===== config.mk =====
export PLATFORM = sky130hd
export DESIGN_NAME = thread_sel_unit
export DESIGN_NICKNAME = d
export VERILOG_FILES = /design/src/rtl/tsel_pkg.sv /design/src/rtl/tsel_thread_state.sv /design/src/rtl/tsel_rr_arbiter.sv /design/src/rtl/thread_sel_unit.sv
export SDC_FILE = /design/constraint.sdc
export NUM_CORES = 1
export LEC_CHECK = 0
export BUFFER_PORTS_ARGS = -buffer_cell sky130_fd_sc_hd__buf_2
export CORE_MARGIN = 3
export CORE_UTILIZATION = 40
export DETAILED_ROUTE_END_ITERATION = 10
export PLACE_DENSITY = 0.83
export SLEW_MARGIN = 30
export SYNTH_ARGS = -nofsm -noshare
export SYNTH_HDL_FRONTEND = slang
export SYNTH_SLANG_ARGS = --single-unit

===== constraint.sdc =====
create_clock -name clk_i -period 3.6 [get_ports clk_i]
set_input_delay 0.72 -clock clk_i [delete_from_list [all_inputs] [get_ports clk_i]]
set_output_delay 0.72 -clock clk_i [all_outputs]
set_load 0.01 [all_outputs]

===== src/rtl/tsel_pkg.sv =====
`timescale 1ns/1ps
package tsel_pkg;
  typedef enum logic [1:0] {
    RSN_NONE   = 2'd0,
    RSN_BRANCH = 2'd1,
    RSN_ARITH  = 2'd2,
    RSN_MEM    = 2'd3
  } stall_rsn_e;
endpackage


===== src/rtl/tsel_thread_state.sv =====
`timescale 1ns/1ps
module tsel_thread_state
  import tsel_pkg::*;
(
  input  logic       clk_i,
  input  logic       rst_ni,
  input  logic       stall_req_i,
  input  stall_rsn_e stall_rsn_i,
  input  logic       done_i,
  input  stall_rsn_e done_rsn_i,
  output logic       ready_o
);
  stall_rsn_e rsn_q, rsn_d;
  logic new_stall, match_done;

  assign new_stall  = stall_req_i && (stall_rsn_i != RSN_NONE);
  assign match_done = done_i && (done_rsn_i == rsn_q);

  always_comb begin
    rsn_d = rsn_q;
    if (new_stall)       rsn_d = stall_rsn_i;  // new event wins over completion
    else if (match_done) rsn_d = RSN_NONE;
  end

  always_ff @(posedge clk_i or negedge rst_ni) begin
    if (!rst_ni) rsn_q <= RSN_NONE;
    else         rsn_q <= rsn_d;
  end

  assign ready_o = (rsn_q == RSN_NONE);

  p_stall_taken_r4: assert property (@(posedge clk_i) disable iff (!rst_ni)
    new_stall |=> (!ready_o && rsn_q == $past(stall_rsn_i)));
  p_match_clears_r5: assert property (@(posedge clk_i) disable iff (!rst_ni)
    (!ready_o && match_done && !new_stall) |=> ready_o);
  p_mismatch_holds_r5: assert property (@(posedge clk_i) disable iff (!rst_ni)
    (!ready_o && !match_done && !new_stall) |=> $stable(rsn_q));
  p_collide_stays_r6: assert property (@(posedge clk_i) disable iff (!rst_ni)
    (new_stall && done_i) |=> !ready_o);
  p_none_ignored_r9: assert property (@(posedge clk_i) disable iff (!rst_ni)
    (ready_o && !new_stall) |=> ready_o);
endmodule


===== src/rtl/tsel_rr_arbiter.sv =====
`timescale 1ns/1ps
module tsel_rr_arbiter #(
  parameter int N    = 4,
  localparam int TW  = (N > 1) ? $clog2(N) : 1,
  localparam int CW  = $clog2(N) + 1
) (
  input  logic          clk_i,
  input  logic          rst_ni,
  input  logic [N-1:0]  req_i,
  output logic [TW-1:0] gnt_idx_o,
  output logic          gnt_valid_o
);
  logic [TW-1:0] ptr_q, ptr_d;
  logic [N-1:0]  grant;
  logic [TW:0]   cand;
  logic          found;

  always_comb begin
    grant     = '0;
    gnt_idx_o = '0;
    found     = 1'b0;
    cand      = '0;
    for (int off = 0; off < N; off++) begin
      cand = {1'b0, ptr_q} + (TW+1)'(off);
      if (cand >= (TW+1)'(N)) cand = cand - (TW+1)'(N);
      if (!found && req_i[cand[TW-1:0]]) begin
        found                 = 1'b1;
        grant[cand[TW-1:0]]   = 1'b1;
        gnt_idx_o             = cand[TW-1:0];
      end
    end
  end

  assign gnt_valid_o = found;

  always_comb begin
    ptr_d = ptr_q;
    if (found) ptr_d = (gnt_idx_o == TW'(N-1)) ? '0 : gnt_idx_o + 1'b1;
  end

  always_ff @(posedge clk_i or negedge rst_ni) begin
    if (!rst_ni) ptr_q <= '0;
    else         ptr_q <= ptr_d;
  end

  // consecutive cycles each requester has been passed over
  logic [N-1:0][CW-1:0] wait_q;
  for (genvar i = 0; i < N; i++) begin : g_wait
    always_ff @(posedge clk_i or negedge rst_ni) begin
      if (!rst_ni)                   wait_q[i] <= '0;
      else if (req_i[i] && !grant[i]) wait_q[i] <= wait_q[i] + 1'b1;
      else                           wait_q[i] <= '0;
    end
    p_wait_bound_r3: assert property (@(posedge clk_i) disable iff (!rst_ni)
      (req_i[i] && !grant[i]) |-> (wait_q[i] < CW'(N-1)));
  end

  p_one_grant_r2: assert property (@(posedge clk_i) disable iff (!rst_ni)
    $onehot0(grant));
  p_grant_requested_r7: assert property (@(posedge clk_i) disable iff (!rst_ni)
    (grant & ~req_i) == '0);
  p_ptr_still_r8: assert property (@(posedge clk_i) disable iff (!rst_ni)
    !found |=> $stable(ptr_q));
endmodule


===== src/rtl/thread_sel_unit.sv =====
`timescale 1ns/1ps
module thread_sel_unit
  import tsel_pkg::*;
#(
  parameter int NUM_THREADS = 4,
  localparam int TID_W = (NUM_THREADS > 1) ? $clog2(NUM_THREADS) : 1
) (
  input  logic                     clk_i,
  input  logic                     rst_ni,
  input  logic [NUM_THREADS-1:0]   thread_en_i,
  input  logic [NUM_THREADS-1:0]   fetch_valid_i,
  input  logic [NUM_THREADS-1:0]   stall_req_i,
  input  logic [2*NUM_THREADS-1:0] stall_rsn_i,
  input  logic [NUM_THREADS-1:0]   done_i,
  input  logic [2*NUM_THREADS-1:0] done_rsn_i,
  output logic [TID_W-1:0]         sel_tid_o,
  output logic                     sel_valid_o
);
  logic [NUM_THREADS-1:0] ready, eligible;

  for (genvar t = 0; t < NUM_THREADS; t++) begin : g_thr
    tsel_thread_state u_state (
      .clk_i       (clk_i),
      .rst_ni      (rst_ni),
      .stall_req_i (stall_req_i[t]),
      .stall_rsn_i (stall_rsn_e'(stall_rsn_i[2*t+:2])),
      .done_i      (done_i[t]),
      .done_rsn_i  (stall_rsn_e'(done_rsn_i[2*t+:2])),
      .ready_o     (ready[t])
    );
  end

  assign eligible = thread_en_i & fetch_valid_i & ready;

  tsel_rr_arbiter #(.N(NUM_THREADS)) u_arb (
    .clk_i       (clk_i),
    .rst_ni      (rst_ni),
    .req_i       (eligible),
    .gnt_idx_o   (sel_tid_o),
    .gnt_valid_o (sel_valid_o)
  );

  p_parked_never_r7: assert property (@(posedge clk_i) disable iff (!rst_ni)
    sel_valid_o |-> (thread_en_i[sel_tid_o] && fetch_valid_i[sel_tid_o]));
  p_bubble_r8: assert property (@(posedge clk_i) disable iff (!rst_ni)
    !sel_valid_o |-> (sel_tid_o == '0));
  p_valid_iff_eligible_r2: assert property (@(posedge clk_i) disable iff (!rst_ni)
    sel_valid_o == (|eligible));
endmodule


* Word-level counts from Yosys, hierarchy flattened
Index checks and enable logic that the tools add are counted. W data, S select, Z words.
Operators by class: $add $sub $neg 8, order comparisons 8, eq/ne operators 5, muxes and demuxes 29, bitwise gates (word level) 2, reductions and logical operators 26
Operator list (count):
- $mux W2 | 17
- $reduce_bool A2 Y1 | 8
- $lt A2 B3 Y1 const B | 4
- $logic_and A1 B1 Y1 | 11
- $ge A3 B3 Y1 const B | 3
- $and A4 B4 Y4 | 2
- $bmux W1 S2 | 4
- $eq A2 B2 Y1 | 4
- $logic_not A2 Y1 | 4
- $mux W1 | 8
- $sub A2 B1 Y2 const B | 4
- $add A2 B2 Y3 const B | 2
- $add A2 B1 Y3 const B | 1
- $ge A2 B3 Y1 const B | 1
- $logic_not A1 Y1 | 3
- $add A2 B1 Y2 const B | 1
- $eq A2 B2 Y1 const B | 1
Storage, ports and cells: register bits after elaboration 10, input bits 34, logic and storage cells 83

* Depth between registers and ports, before layout
depth after elaboration 16, gate-level depth with buffers 3

* By module
A second synthesis with hierarchy kept.
Second synthesis, totals: cell total of the unflattened synthesis 76, area, all modules 681.9 sq um
By module, submodules not included:
- tsel_thread_state | times used 4, cells an instance 13, area each 116.4 sq um
- tsel_rr_arbiter | times used 1, cells an instance 20, area each 191.4 sq um
- thread_sel_unit | times used 1, cells an instance 4, area each 25.0 sq um

* Worst setup path before layout
OpenSTA, ideal clock, no wires.
path kind input-to-output, start point input port thread_en_i[1], end point output port sel_tid_o[1], arrival time 1.432 ns, required time 2.880 ns, slack 1.448 ns, cell stages on the path 3, cell sequence and4bb_4 -> a222oi_1 -> o21a_1
On the way: word-level cells in the longest chain between the ends 14
Ends and longest elaborated chain:
- start, declared | line thread_sel_unit.sv:10 | input logic [NUM_THREADS-1:0] thread_en_i,
- $and A4 B4 Y4 (*) (2 in series) | line thread_sel_unit.sv:33 | assign eligible = thread_en_i & fetch_valid_i & ready;
- $bmux W1 S2 | line tsel_rr_arbiter.sv:26 | if (!found && req_i[cand[TW-1:0]]) begin
- $mux W1 (not written as such) | line tsel_rr_arbiter.sv:26
- $mux W1 | line tsel_rr_arbiter.sv:26
- $logic_not A1 Y1 | line tsel_rr_arbiter.sv:26
- $logic_and A1 B1 Y1 | line tsel_rr_arbiter.sv:26
- $mux W1 | line tsel_rr_arbiter.sv:26
- $logic_not A1 Y1 | line tsel_rr_arbiter.sv:26
- $logic_and A1 B1 Y1 | line tsel_rr_arbiter.sv:26
- $mux W1 | line tsel_rr_arbiter.sv:26
- $logic_not A1 Y1 | line tsel_rr_arbiter.sv:26
- $logic_and A1 B1 Y1 | line tsel_rr_arbiter.sv:26
- $mux W2 (*) | line tsel_rr_arbiter.sv:26
- end, declared | line thread_sel_unit.sv:16 | output logic [TID_W-1:0] sel_tid_o,
Every way passes the cells marked *; elsewhere a longest branch is shown, timed or not. The select of a mux whose other input is x is not followed.

* Worst setup path after layout
Ends and elaborated chain as after synthesis.

==> flow_summary.json <==
{
  "clk_pin_slew_ns": 0.07,
  "slowest_stage": "a222oi_1",
  "first_iter_violations": 15,
  "critPathMaxFanout": 5,
  "antenna_found_initial": 0,
  "instances_no_fill": 117,
  "cts_setup_buffers": 0,
  "period_share_pct": 65.4,
  "cts-root-buf": "clkbuf_4",
  "cpPeakStageDelay_ns": 0.33,
  "grt_usage_pct": 15.8,
  "clk_latency_ns": 0.26,
  "coreArea_um2": 1400,
  "vias_per_cell": 5.91,
  "ir_worst_vdd_mv": 0.288,
  "grt_max_degree": 11,
  "dr.pass1.iters": 7,
  "maxSlewViolCount": 0,
  "setup.worst_path.start_class": "input port",
  "grt_overflow": 0,
  "cts.sinks": 10,
  "synth.yosys.seq_area_share_pct": 39.0,
  "ios": 37,
  "post-place-cells": 113,
  "max_freq_ghz": 0.425,
  "multi_input_area_um2": 384,
  "cts_buffer_depth": 2,
  "final_common_cell": "buf_2",
  "synth_nets": 96,
  "final_util_pct": 62.7,
  "cts_buffers": 3,
  "cp_num_buf_inv": 2,
  "synth.distinct_cells": 23,
  "crit_type": "input port to primary output",
  "fp-row-count": 13,
  "n_fill_cell": 123,
  "wire_per_inst_um": 13.0,
  "tns_ns": 0,
  "setup_viol": 0,
  "status": "completed",
  "cp_top_family": "compound AO/OA/AOI/OAI gates",
  "grt_pass1_wl_um": 2470,
  "syn_to_final_growth_pct": 36.6,
  "yosys_warnings": 0,
  "wl_um": 1530,
  "crit_top_cell": "buf_2",
  "die_h_um": 46.1,
  "holdBufCountCts": 0,
  "hold_viol_final": 0,
  "start_util_pct": 45.9,
  "layout_common_cells": "36 x buf_2, 10 x dfrtp_1, 9 x nand2_1",
  "required_ns": 2.88,
  "gp_congestion": 0.751,
  "drc": 0,
  "endpoint_kind": "primary output",
  "whs_ns": 0.300,
  "finalNetCount": 137,
  "via_count": 692,
  "max-slew-margin-rel_pct": 81.6,
  "first_global_vias": 656,
  "antenna_left": 0,
  "syn_area_um2": 642,
  "maxCapViolCount": 0,
  "cts_max_level": 1,
  "p_per_area_nw_per_um2": 440,
  "leakage_nw": 0.418,
  "cts_tree": "built",
  "cts_resized": 0,
  "synth_area_per_cell_um2": 10.4,
  "final-seq-area_um2": 250,
  "layout-drive-gt1-share_pct": 43.1,
  "p_total_mw": 0.386,
  "die_area_um2": 2120,
  "port_buffers": 36,
  "cp_cell_sequence": "buf_2 > and4bb_4 > a222oi_1 > o21a_1 > buf_2",
  "min_period_ns": 2.36,
  "synthCells": 62,
  "diodes": 0,
  "fin_worst_skew_ns": 0.00305,
  "min_path_type": "input port to asynchronous set/reset pin",
  "synth-seq-cells": 10,
  "rsz0062_at_grt": "false",
  "worst_pin_slew_ns": 0.272,
  "crit_arrival_ns": 1.64,
  "die_w_um": 46.1
}
-- power breakdown --
part,switching (mW),total (mW),internal [mW]
logic,0.0497,0.118,0.0681
registers,0.0310,0.167,0.136
clock network,0.0391,0.100,0.0614
-- cell usage after synthesis, drive strengths merged --
cell type | instances | share of area, %
a31o | 1 | 1.4
o221a | 1 | 1.8
nand2 | 9 | 5.3
nand4bb | 3 | 5.3
inv | 2 | 1.2
o221ai | 2 | 2.7
a21oi | 3 | 2.3
dfrtp | 10 | 39
and4bb | 3 | 6.4
nor2 | 2 | 1.2
and2 | 1 | 0.98
a32o | 6 | 9.6
xnor2 | 8 | 11
nor4bb | 1 | 1.6
o22ai | 1 | 0.98
a222oi | 1 | 1.6
nand3 | 5 | 3.9
a311o | 1 | 1.6
a22o | 1 | 1.4
o21a | 1 | 1.2
-- sequential cells by signal (all words and copies together), names as in the netlist --
| register | flops |
|---|---|
| g_thr.u_state.rsn_q | 8 |
| u_arb.ptr_q | 2 |
-- per-stage QoR --
stage,cell area [um2],setup WS [ns]
6_report,877,1.24
5_1_grt,877,1.20
4_1_cts,877,1.24
3_5_place_dp,841,1.24
3_3_place_gp,841,1.25
2_1_floorplan,642,1.45
-- cell type report --
type | instances | area share, %
clock buffers | 4 | 4.14
inverters | 2 | 0.856
multi-input cells | 50 | 43.8
flip-flops and latches | 10 | 28.5
well taps | 15 | 2.14
repair buffers | 36 | 20.5
-- routing by layer --
layer | wire [um] | up-vias | GRT usage (%)
met5 | 0 | - | 0
li1 | - | 328 | -
met2 | 796 | 34 | 28.3
met1 | 562 | 328 | 18.0
met3 | 164 | 2 | 6.25
met4 | 4 | 0 | 1.70
-- cell families after synthesis --
logic type	share of synthesized area, %
AO/OA/AOI/OAI	24.4
buffers and inverters	1.17
AND/OR/NAND/NOR	24.6
XOR/XNOR	10.9
flip-flops	39.0
-- path summary, 6_finish.rpt --
kind | from | to | slack [ns] | cells past startpoint
worst min-delay path | rst_ni | u_arb.ptr_q[0] | 0.30 | 1
worst max-delay path | thread_en_i[1] | sel_tid_o[1] | 1.24 | 5
worst min register to register | g_thr[1].u_state.rsn_q[1] | g_thr[1].u_state.rsn_q[1] | 0.57 | 1
min in group clk_i | g_thr[1].u_state.rsn_q[1] | g_thr[1].u_state.rsn_q[1] | 0.57 | 1
worst max register to register | g_thr[2].u_state.rsn_q[1] | u_arb.ptr_q[0] | 2.33 | 3
max in group asynchronous | rst_ni | g_thr[0].u_state.rsn_q[1] | 3.11 | 1
(Power assumes the default switching activity.)
